--- src/rtl/rd_cpl_coalescer.sv ---
module rd_cpl_coalescer #(
  parameter int DATA_W     = 512,
  parameter int TAG_W      = 8,
  parameter int BEAT_BYTES = 64,
  parameter int MAX_BEATS  = 4,
  localparam int PW = $clog2(MAX_BEATS),
  localparam int CW = $clog2(MAX_BEATS + 1),
  localparam int BW = $clog2(MAX_BEATS * BEAT_BYTES + 1)
) (
  input  logic              clk,
  input  logic              rst_n,
  input  logic              cfg_merge,
  input  logic              cfg_wide,
  input  logic              cfg_wait,
  input  logic              in_valid,
  output logic              in_ready,
  input  logic [TAG_W-1:0]  in_tag,
  input  logic              in_last,
  input  logic [DATA_W-1:0] in_data,
  output logic              out_valid,
  input  logic              out_ready,
  output logic              out_sop,
  output logic              out_eop,
  output logic [BW-1:0]     out_bytes,
  output logic [TAG_W-1:0]  out_tag,
  output logic [DATA_W-1:0] out_data
);

  logic [DATA_W-1:0] mem_data [MAX_BEATS];
  logic [TAG_W-1:0]  mem_tag  [MAX_BEATS];
  logic [MAX_BEATS-1:0] mem_last;
  logic [PW-1:0] rd_ptr, wr_ptr;
  logic [CW-1:0] cnt, n_q, sent_q, lim, run, take;
  logic merge_q, wide_q, wait_q, busy, has_last, go, push, pop;

  assign lim = !merge_q ? CW'(1) : (wide_q ? CW'(MAX_BEATS) : CW'(MAX_BEATS / 2));

  always_comb begin
    run = cnt;
    has_last = 1'b0;
    for (int i = 0; i < MAX_BEATS; i++) begin
      if (!has_last && CW'(i) < cnt && mem_last[rd_ptr + PW'(i)]) begin
        has_last = 1'b1;
        run = CW'(i + 1);
      end
    end
  end

  assign take = (run < lim) ? run : lim;
  assign go   = !busy && out_ready && (cnt != '0) && (!wait_q || has_last || cnt >= lim);

  assign in_ready  = cnt < CW'(MAX_BEATS);
  assign push      = in_valid && in_ready;
  assign out_valid = busy;
  assign pop       = out_valid && out_ready;
  assign out_sop   = busy && (sent_q == '0);
  assign out_eop   = busy && (sent_q == n_q - CW'(1));
  assign out_bytes = BW'(n_q) * BW'(BEAT_BYTES);
  assign out_tag   = mem_tag[rd_ptr];
  assign out_data  = mem_data[rd_ptr];

  always_ff @(posedge clk) begin
    if (push) begin
      mem_data[wr_ptr] <= in_data;
      mem_tag[wr_ptr]  <= in_tag;
    end
  end

  always_ff @(posedge clk) begin
    if (!rst_n) begin
      rd_ptr   <= '0;
      wr_ptr   <= '0;
      cnt      <= '0;
      mem_last <= '0;
      busy     <= 1'b0;
      n_q      <= '0;
      sent_q   <= '0;
      merge_q  <= 1'b0;
      wide_q   <= 1'b0;
      wait_q   <= 1'b0;
    end else begin
      if (push) begin
        mem_last[wr_ptr] <= in_last;
        wr_ptr <= wr_ptr + PW'(1);
      end
      if (pop) rd_ptr <= rd_ptr + PW'(1);
      cnt <= cnt + CW'(push) - CW'(pop);
      if (!busy) begin
        merge_q <= cfg_merge;
        wide_q  <= cfg_wide;
        wait_q  <= cfg_wait;
      end
      if (go) begin
        busy   <= 1'b1;
        n_q    <= take;
        sent_q <= '0;
      end else if (pop) begin
        if (out_eop) busy <= 1'b0;
        sent_q <= sent_q + CW'(1);
      end
    end
  end


  no_overflow_chk: assert property (@(posedge clk) disable iff (!rst_n)
    cnt <= CW'(MAX_BEATS));


  single_beat_chk: assert property (@(posedge clk) disable iff (!rst_n)
    (busy && !$past(busy) && !$past(merge_q)) |-> out_bytes == BW'(BEAT_BYTES));


  half_limit_chk: assert property (@(posedge clk) disable iff (!rst_n)
    (busy && !$past(busy) && $past(merge_q) && !$past(wide_q)) |-> n_q <= CW'(MAX_BEATS / 2));


  hold_gate_chk: assert property (@(posedge clk) disable iff (!rst_n)
    (busy && !$past(busy) && $past(wait_q)) |-> $past(has_last || cnt >= lim));


  end_of_req_chk: assert property (@(posedge clk) disable iff (!rst_n)
    (out_valid && mem_last[rd_ptr]) |-> out_eop);


  steady_hdr_chk: assert property (@(posedge clk) disable iff (!rst_n)
    (pop && !out_eop) |=> ($stable(out_bytes) && $stable(out_tag) && out_valid));


  cfg_frozen_chk: assert property (@(posedge clk) disable iff (!rst_n)
    (busy && $past(busy)) |-> ($stable(merge_q) && $stable(wide_q) && $stable(wait_q)));

endmodule

--- config.mk ---
export PLATFORM = sky130hd
export DESIGN_NAME = rd_cpl_coalescer
export DESIGN_NICKNAME = d
export VERILOG_FILES = /design/src/rtl/rd_cpl_coalescer.sv
export SDC_FILE = /design/constraint.sdc
export NUM_CORES = 1
export LEC_CHECK = 0
export BUFFER_PORTS_ARGS = -buffer_cell sky130_fd_sc_hd__buf_2
export CAP_MARGIN = 20
export CORE_AREA = 4 4 472 474
export CTS_BUF_LIST = sky130_fd_sc_hd__clkbuf_4
export CTS_CLUSTER_DIAMETER = 150
export DETAILED_ROUTE_END_ITERATION = 7
export DIE_AREA = 0 0 476 478
export PLACE_DENSITY = 0.64
export SYNTH_ARGS = -nofsm -noshare
export SYNTH_HDL_FRONTEND = slang
export SYNTH_SLANG_ARGS = --single-unit
export TNS_END_PERCENT = 30
--- constraint.sdc ---
create_clock -name clk -period 16.9 [get_ports clk]
set_input_delay 1.69 -clock clk [delete_from_list [all_inputs] [get_ports clk]]
set_output_delay 1.69 -clock clk [all_outputs]
set_load 0.01 [all_outputs]
# Word level (Yosys, flattened, before mapping)
# Memory sizes are Yosys's and may differ from the RTL's. A register that Yosys moved wholly into a read port is not among the register bits.
# Cells that the tools add are included.
classes:
  n_bitwise: 1
  reduce_logical: 28
  n_mux: 31
  n_addsub: 8
  magnitude_cmp: 13
  eq_ne: 1
ops:
  columns: ["cell", "n"]
  rows:
  - ["3-bit 2-to-1 mux", 7]
  - ["1-bit logical AND", 15]
  - ["2-bit by 3-bit < comparator with 1-bit output, second input constant", 5]
  - ["1-bit 2-to-1 mux", 14]
  - ["1-bit binary-select mux with 2-bit select", 4]
  - ["2-bit 2-to-1 mux", 4]
  - ["1-bit by 3-bit < comparator with 1-bit output, first input constant", 2]
  - ["2-bit by 3-bit < comparator with 1-bit output, first input constant", 2]
  - ["1-bit logical NOT", 5]
  - ["2-bit by 1-bit adder with 2-bit output, second input constant", 2]
  - ["2-bit adder, second input constant", 2]
  - ["4-bit bitwise mux", 1]
  - ["2-bit nonzero test", 2]
  - ["3-bit by 1-bit adder with 3-bit output", 1]
  - ["3-bit by 1-bit adder with 3-bit output, second input constant", 1]
  - ["3-bit == test", 1]
  - ["3-bit >= comparator", 1]
  - ["3-bit logical NOT", 1]
  - ["3-bit < comparator", 1]
  - ["3-bit < comparator, second input constant", 1]
  - ["3-bit nonzero test", 1]
  - ["3-bit by 1-bit subtractor with 3-bit output", 1]
  - ["3-bit by 1-bit subtractor with 3-bit output, second input constant", 1]
  - ["1-bit demux with 2-bit select", 1]
  - ["other kinds (5)", 6]
word_totals:
  output_inout_bits: 533
  reg_bits: 21
  wordCells: 94
  input_bits: 528
  ram_bits: 2080
  n_memories: 2
memory_table:
  columns: ["name", "words", "word_bits", "read_ports", "rd_clocked_by_memory_dff", "wr", "line", "text"]
  rows:
  - ["mem_data", 4, 512, 1, 1, 1, "29", "logic [DATA_W-1:0] mem_data [MAX_BEATS];"]
  - ["mem_tag", 4, 8, 1, 1, 1, "30", "logic [TAG_W-1:0] mem_tag [MAX_BEATS];"]

# Logic depth before layout (Yosys ltp)
# Gate-level depths: netlist of run 1.
depth:
  ltp_word: 21
  ltp_mapped: 12
  depth_no_buf: 12

# Worst setup path after synthesis of run 1
# Ideal clock, no wire load.
synth_path:
  kind: "input to register"
  startpoint: "in in_valid"
  endpoint: "reg mem_last[0]"
  setup_time_ns: 0.154
  arrival_time_ns: 14.774
  path_stages: 5
  n_path_buf: 1
  slack_ns: 1.972
  required_ns: 16.746
  path_cell_list: "nor2b_1 -> clkbuf_1 -> and2_1 -> mux2i_1 -> nor2b_1"
synth_via:
  elab_chain_len: 1
synth_lines:
  columns: ["item", "line", "text"]
  rows:
  - ["from (decl)", "15", "input logic in_valid,"]
  - ["1-bit logical AND", "53", "assign push = in_valid && in_ready;"]
  - ["to (signal, indexed assignment)", "83", "mem_last[wr_ptr] <= in_last;"]
  - ["to (decl)", "31", "logic [MAX_BEATS-1:0] mem_last;"]
# Every way passes these cells.
# A chain may end at the register's enable or synchronous reset.

==> results.sh, run 1 <==
export IMPL_worst_slew_margin_rel_pct=23.91
export IMPL_port_buffer_count=1054
export IMPL_sw_frac_of_total_pct=25.58
export IMPL_critical_path_required_ps=15210
export IMPL_number_of_max_capacitance_violations_reported=0
export IMPL_number_of_fill_cells=19115
export IMPL_critical_path_max_fanout=98
export IMPL_dp_hpwl_mm=121.0
export IMPL_crit_path_cell_trace="buf_12 -> buf_12 -> buf_4 -> mux4_2 -> buf_2"
export IMPL_drive_gt1_share_pct=51.53
export IMPL_adder_cell_share_of_the_synthesized_area_pct=0.3051
export IMPL_cts_tree="built"
export IMPL_start_kind="flip-flop"
export IMPL_post_place_ws_ps=10160
export IMPL_post_place_cells=6742
export IMPL_min_path_type="reg -> reg"
export IMPL_final_max_slew_viol_count=0
export IMPL_grt_pass1_wl_mm=269.1
export IMPL_area_of_the_placeable_core_um2=218900
export IMPL_finalNonFillerCells=7703
export IMPL_dominantRegCellSynth="edfxtp_1"
export IMPL_chipHeight_um=478
export IMPL_design_final_nets=4976
export IMPL_first_global_vias=39769
export IMPL_clock_power_share_pct=33.9
export IMPL_critical_path_max_stage_delay_ps=850
export IMPL_finalCritPeriodShare_pct=41.62
export IMPL_relative_contribution_of_sequential_cells_to_total_power_pct=51.1
export IMPL_critical_path_reg2reg_startpoint="cnt[2]"
export IMPL_synth_xor_xnor_area_share_pct=0.1148
export IMPL_remaining_drc_errors=0
export IMPL_groute_usage_overall_pct=16.16
export IMPL_hold_violations=0
export IMPL_rsz0062_at_grt="no"
export IMPL_layout_cells_most_common="edfxtp_1"
export IMPL_routed_wl_mm=187.5
export IMPL_synthToLayoutAreaGrowth_pct=20.41
export IMPL_start_util_pct=34.85
export IMPL_power_density_nw_per_um2=135.3
export IMPL_detailroute_via_count=37641
export IMPL_design_die_area_um2=227500
export IMPL_post_route_util_pct=41.96
export IMPL_max_slew_worst_pin_slew_ps=1141
export IMPL_synthSimpleGateAreaFrac_pct=0.4429
export IMPL_p_switching_uw=3177
export IMPL_core_rowCount=172
export IMPL_count_of_mapped_cells_out_of_synthesis=2897
export IMPL_synth_async_reset_ratio_pct=0
export IMPL_synthMuxAreaShare_pct=15.59
export IMPL_grt_remaining_overflow=0
export IMPL_critPathSlowestCell="buf_4"
export IMPL_final_setup_worst_slack_ps=9866
export IMPL_synth_seq_area_share_pct=82.50
export IMPL_postCtsHoldBufs=0
export IMPL_leakage_power_figure_uw=0.03074
export IMPL_hold_start="sent_q[1]"
export IMPL_clock_sinks=2103
export IMPL_synth_top_family_by_area="multiplexers"
export IMPL_synth_enable_flop_cells=2080
export IMPL_end_kind="primary output"
export IMPL_grt_antenna_before_repair=149
export IMPL_mostFrequentLayoutCells="edfxtp_1, buf_2, clkbuf_4"
export IMPL_drt_pre_antenna_iters=5
export IMPL_floorplan_die_width_um=476
export IMPL_root_buffer="clkbuf_4"
export IMPL_critical_path_most_common_cell="buf_12"
export IMPL_detail_route_iter0_violations=2507
export IMPL_complex_gate_fraction_of_the_synthesized_area_pct=0.2264
export IMPL_worst_clock_skew_ps=97.17
export IMPL_worst_endpoint_arrival_ps=5340
export IMPL_synthesis_area_um2=76270
export IMPL_grt_max_degree=143
export IMPL_achievable_frequency_ghz=0.1422
export IMPL_maximum_buffer_depth_of_the_clock_tree=4
export IMPL_wl_per_cell_um=24.34
export IMPL_clk_latency_ps=1350
export IMPL_ys_seq_elements=2103
export IMPL_avgViaCountPerCell=4.887
export IMPL_synth_cell_types=43
export IMPL_clock_pin_slew_of_the_registers_on_the_worst_case_setup_and_hold_paths_ps=60
export IMPL_outcome="finished, final reports clean"
export IMPL_cts_max_level=6
export IMPL_gp_routability_congestion=0.7879
export IMPL_comb_power_share_pct=14.9
export IMPL_floorplan_io_pins=1061
export IMPL_critPathKind="reg -> out"
export IMPL_worst_ir_drop_vdd_v=0.00008007
export IMPL_tritoncts_num_buffers=557
export IMPL_setup_tns_ps=0
export IMPL_p_int_uw=9243
export IMPL_setup_viol=0
export IMPL_final_antenna_net_count=0
export IMPL_post_cts_resized_instances=0
export IMPL_post_cts_repair_setup_buffers=0
export IMPL_yosysWarnings=0
export IMPL_post_route_min_period_ps=7034
export IMPL_synthesis_area_per_instance_um2=26.33
==> synth_stat cells (all sizes together) (4+ instances only) <==
cell type,count,area (um2)
edfxtp,2080,62460
mux4,522,11760
buf,76,357.8
clkbuf,52,195.2
dfxtp,23,460.4
inv,18,67.56
ha,17,212.7
nor2b,14,87.58
nand2,13,48.80
and2,10,62.56
mux2i,9,90.09
a21oi,7,35.03
nor2,6,22.52
nand2b,5,31.28
xnor2,5,43.79
xor2,5,43.79
mux2,4,45.04
==> sequential cells by signal, indices dropped and copies added (netlist names), named ones only <==
signal / flops
n_q: 3
wait_q: 1
out_valid: 1
sent_q: 3
rd_ptr: 2
wr_ptr: 2
mem_tag: 32
wide_q: 1
mem_data: 2048
mem_last: 4
cnt: 3
merge_q: 1
==> path summary, 6_finish.rpt <==
check | end | slack [ps] | cells past startpoint
setup / recovery | out_data[266] | 9870 | 5
hold / removal | sent_q[1] | 520 | 2
setup reg to reg | mem_data[3][247] | 11740 | 6
hold reg to reg | sent_q[1] | 520 | 2
==> metrics by stage <==
stage / hold slack (ps) / instance area (um2) / total power (uW)
2_1_floorplan: 475.9 / 76290 / 7753
4_1_cts: 260.6 / 91690 / 12640
3_3_place_gp: 508.7 / 85080 / 8325
3_5_place_dp: 503.9 / 85080 / 8361
6_report: 523.4 / 91830 / 12420
5_1_grt: 319.3 / 91770 / 13060
==> cell type report <==
type | count | area [um2] | area share, %
diodes | 58 | 145.1 | 0.1581
clock buffers | 782 | 5871 | 6.393
clock inverters | 121 | 737.0 | 0.8025
inverters | 18 | 67.56 | 0.07358
multi-input cells | 653 | 12750 | 13.89
flip-flops and latches | 2103 | 62930 | 68.53
well taps | 2871 | 3592 | 3.912
repair buffers | 1097 | 5736 | 6.246
==> power by group through the flow <==
stage | registers (uW) | clock network, uW | logic (uW)
floorplan | 6700 | 0 | 1050
global placement | 6440 | 0 | 1890
detailed placement | 6470 | 0 | 1900
CTS | 6360 | 4380 | 1900
global route | 6380 | 4680 | 1990
finish | 6350 | 4210 | 1860
==> cell families after synthesis <==
| logic type | count (synthesis) |
|---|---|
| compound gates | 23 |
| xor+xnor | 10 |
| fa+ha+maj | 18 |
| buf+inv | 146 |
| flops | 2103 |
| mux | 535 |
| other cells | 1 |
| simple gates | 61 |
==> routing by layer <==
metal / routed length (um) / track usage [%] / vias to the layer above
met5: 633 / 0 / -
met4: 7408 / 7.157 / 96
met3: 21770 / 8.307 / 547
met2: 90980 / 25.68 / 1684
met1: 66690 / 18.18 / 19297
li1: - / - / 16017
==> critical path, delay by kind of cell (launching register included) <==
kind | cells | cell delay [ps]
flip-flops | 1 | 690
multiplexers | 1 | 610
buffers and inverters | 4 | 2280
Power figures use the tool's default switching activity.
==> run 2, diff against run 1 <==
==> constraint.sdc (replaced) <==
create_clock -name clk -period 7.3 [get_ports clk]
set_input_delay 0.73 -clock clk [delete_from_list [all_inputs] [get_ports clk]]
set_output_delay 0.73 -clock clk [all_outputs]
set_load 0.01 [all_outputs]
==> run 2 against run 1 <==
Compared with the run above:
- via count rose by 9.4%
- total power rose by 140%
- hold slack got worse by 250 ps
- cell area rose by 10%
- clock power rose by 140%
- setup slack got worse by 7300 ps
- highest routed layer unchanged
==> results.sh, run 2 (synthesis results as in run 1) <==
export IMPL_outcome="finished, final reports clean"
export IMPL_max_slew_worst_pin_slew_ps=1103
export IMPL_finalCritPeriodShare_pct=65.07
export IMPL_wl_per_cell_um=23.32
export IMPL_min_path_type="in -> reg"
export IMPL_postLayoutCellArea_um2=101000
export IMPL_remaining_drc_errors=0
export IMPL_final_antenna_net_count=0
export IMPL_clock_power_share_pct=34.1
export IMPL_detail_route_iter0_violations=2696
export IMPL_comb_power_share_pct=16.1
export IMPL_critical_path_buf_inv_count=3
export IMPL_detailroute_via_count=41161
export IMPL_critPathSlowestCell="dfxtp_4"
export IMPL_clock_pin_slew_of_the_registers_on_the_worst_case_setup_and_hold_paths_ps=70
export IMPL_area_of_the_placeable_core_um2=218900
export IMPL_post_route_min_period_ps=4750
export IMPL_postPlaceCellArea_um2=85280
export IMPL_rsz0062_at_grt="no"
export IMPL_root_buffer="clkbuf_4"
export IMPL_layout_top_registers="mem_data x2048, mem_tag x32, mem_last x4"
export IMPL_dp_hpwl_mm=123.3
export IMPL_grt_remaining_overflow=0
export IMPL_groute_usage_overall_pct=17.18
export IMPL_critPathKind="reg -> out"
export IMPL_achievable_frequency_ghz=0.2105
export IMPL_worst_clock_skew_ps=144.4
export IMPL_floorplan_io_pins=1061
export IMPL_clk_latency_ps=1320
export IMPL_end_kind="primary output"
export IMPL_critical_path_top_delay_family="buffers and inverters"
export IMPL_number_of_max_capacitance_violations_reported=0
export IMPL_leakage_power_figure_uw=0.03463
export IMPL_max_ffs_per_register=2048
export IMPL_layout_cells_most_common="edfxtp_1"
export IMPL_synthToLayoutAreaGrowth_pct=32.40
export IMPL_worst_ir_drop_vdd_v=0.0002355
export IMPL_avgViaCountPerCell=4.796
export IMPL_p_switching_uw=7572
export IMPL_final_max_slew_viol_count=0
export IMPL_chipHeight_um=478
export IMPL_port_buffer_count=1054
export IMPL_critical_path_max_stage_delay_ps=800
export IMPL_grt_max_degree=130
export IMPL_final_setup_worst_slack_ps=2550
export IMPL_sw_frac_of_total_pct=25.62
export IMPL_gp_routability_congestion=0.8175
export IMPL_post_place_ws_ps=3719
export IMPL_hold_violations=0
export IMPL_first_global_vias=44481
export IMPL_grt_pass1_wl_mm=289.9
export IMPL_max_flop_register="mem_data"
export IMPL_cts_max_level=6
export IMPL_power_density_nw_per_um2=292.7
export IMPL_p_int_uw=21980
export IMPL_crit_path_cell_trace="buf_12 -> buf_4 -> mux4_2 -> buf_2"
export IMPL_drive_gt1_share_pct=43.89
export IMPL_maximum_buffer_depth_of_the_clock_tree=4
export IMPL_design_die_area_um2=227500
export IMPL_cts_tree="built"
export IMPL_clock_sinks=2103
export IMPL_design_final_nets=5866
export IMPL_floorplan_die_width_um=476
export IMPL_mostFrequentLayoutCells="edfxtp_1, buf_2, dlygate4sd3_1"
export IMPL_critical_path_required_ps=6570
export IMPL_post_cts_resized_instances=0
export IMPL_routed_wl_mm=200.2
export IMPL_relative_contribution_of_sequential_cells_to_total_power_pct=49.8
export IMPL_start_util_pct=34.85
export IMPL_critical_path_max_fanout=99
export IMPL_worst_slew_margin_rel_pct=26.46
export IMPL_tritoncts_num_buffers=559
export IMPL_grt_antenna_before_repair=66
export IMPL_number_of_fill_cells=18091
export IMPL_tightest_hold_margin_ps=274.1
export IMPL_start_kind="flip-flop"
export IMPL_worst_endpoint_arrival_ps=4020
export IMPL_setup_viol=0
export IMPL_drt_pre_antenna_iters=5
export IMPL_core_rowCount=172
[run 2: cell count changes in the layout (fill, tap and decap cells not counted), sizes merged, moves of 6 or more]
cell	before	now
clkinvlp	11	5
clkbuf	782	802
buf	1097	1106
dlygate4sd3	0	879
diode	58	46
clkinv	89	72
[run 2: per-layer routing]
metal	share of wire [%]	up-vias	GRT usage (%)
met5	0.075	-	0
met4	3.9	22	8.280
met3	10	397	7.179
met2	49	1837	27.68
met1	37	21117	19.81
li1	-	17788	-
[run 2: stage by stage]
step           std cells  util, %  total power (uW)   TNS, ps
3_5_place_dp        6751    38.97             19370         0
2_1_floorplan       2902        -             17610  -1329260
6_report            8583    46.14             29550         0
3_3_place_gp        6751    38.97             19300         0
4_1_cts             8537    46.09             29950         0
5_1_grt             8581    46.14             31040         0
[run 2: layout make-up]
type | count | area [um2] | area share, %
Sequential cell | 2103 | 62930 | 62.32
Timing Repair Buffer | 1985 | 14740 | 14.60
Multi-Input combinational cell | 653 | 12750 | 12.63
Clock buffer | 802 | 6021 | 5.962
Tap cell | 2871 | 3592 | 3.557
Clock inverter | 105 | 762.0 | 0.7546
Antenna cell | 46 | 115.1 | 0.1140
Inverter | 18 | 67.56 | 0.06691
[run 2: power groups by stage]
stage,registers (uW),logic (uW),clock network [uW]
final,14700,4760,10100
after global routing,14800,5090,11200
after global placement,14900,4390,0
after detailed placement,15000,4400,0
after CTS,14700,4840,10400
after floorplan,15200,2440,0
[run 2: repair_timing]
| item | 4_1_cts | 5_1_grt |
|---|---|---|
| hold buffers | 879 | 0 |
| endpoints found under the hold margin | 2103 | 0 |
| buffers inserted | 0 | 0 |
[run 2: final timing paths]
kind,end,startpoint,slack [ps],cells past startpoint
setup reg to reg,mem_data[0][112],cnt[2],4240,3
hold reg to reg,sent_q[1],sent_q[1],510,2
hold / removal,mem_data[0][341],in_data[341],270,2
setup / recovery,out_data[319],flip-flop,2550,4
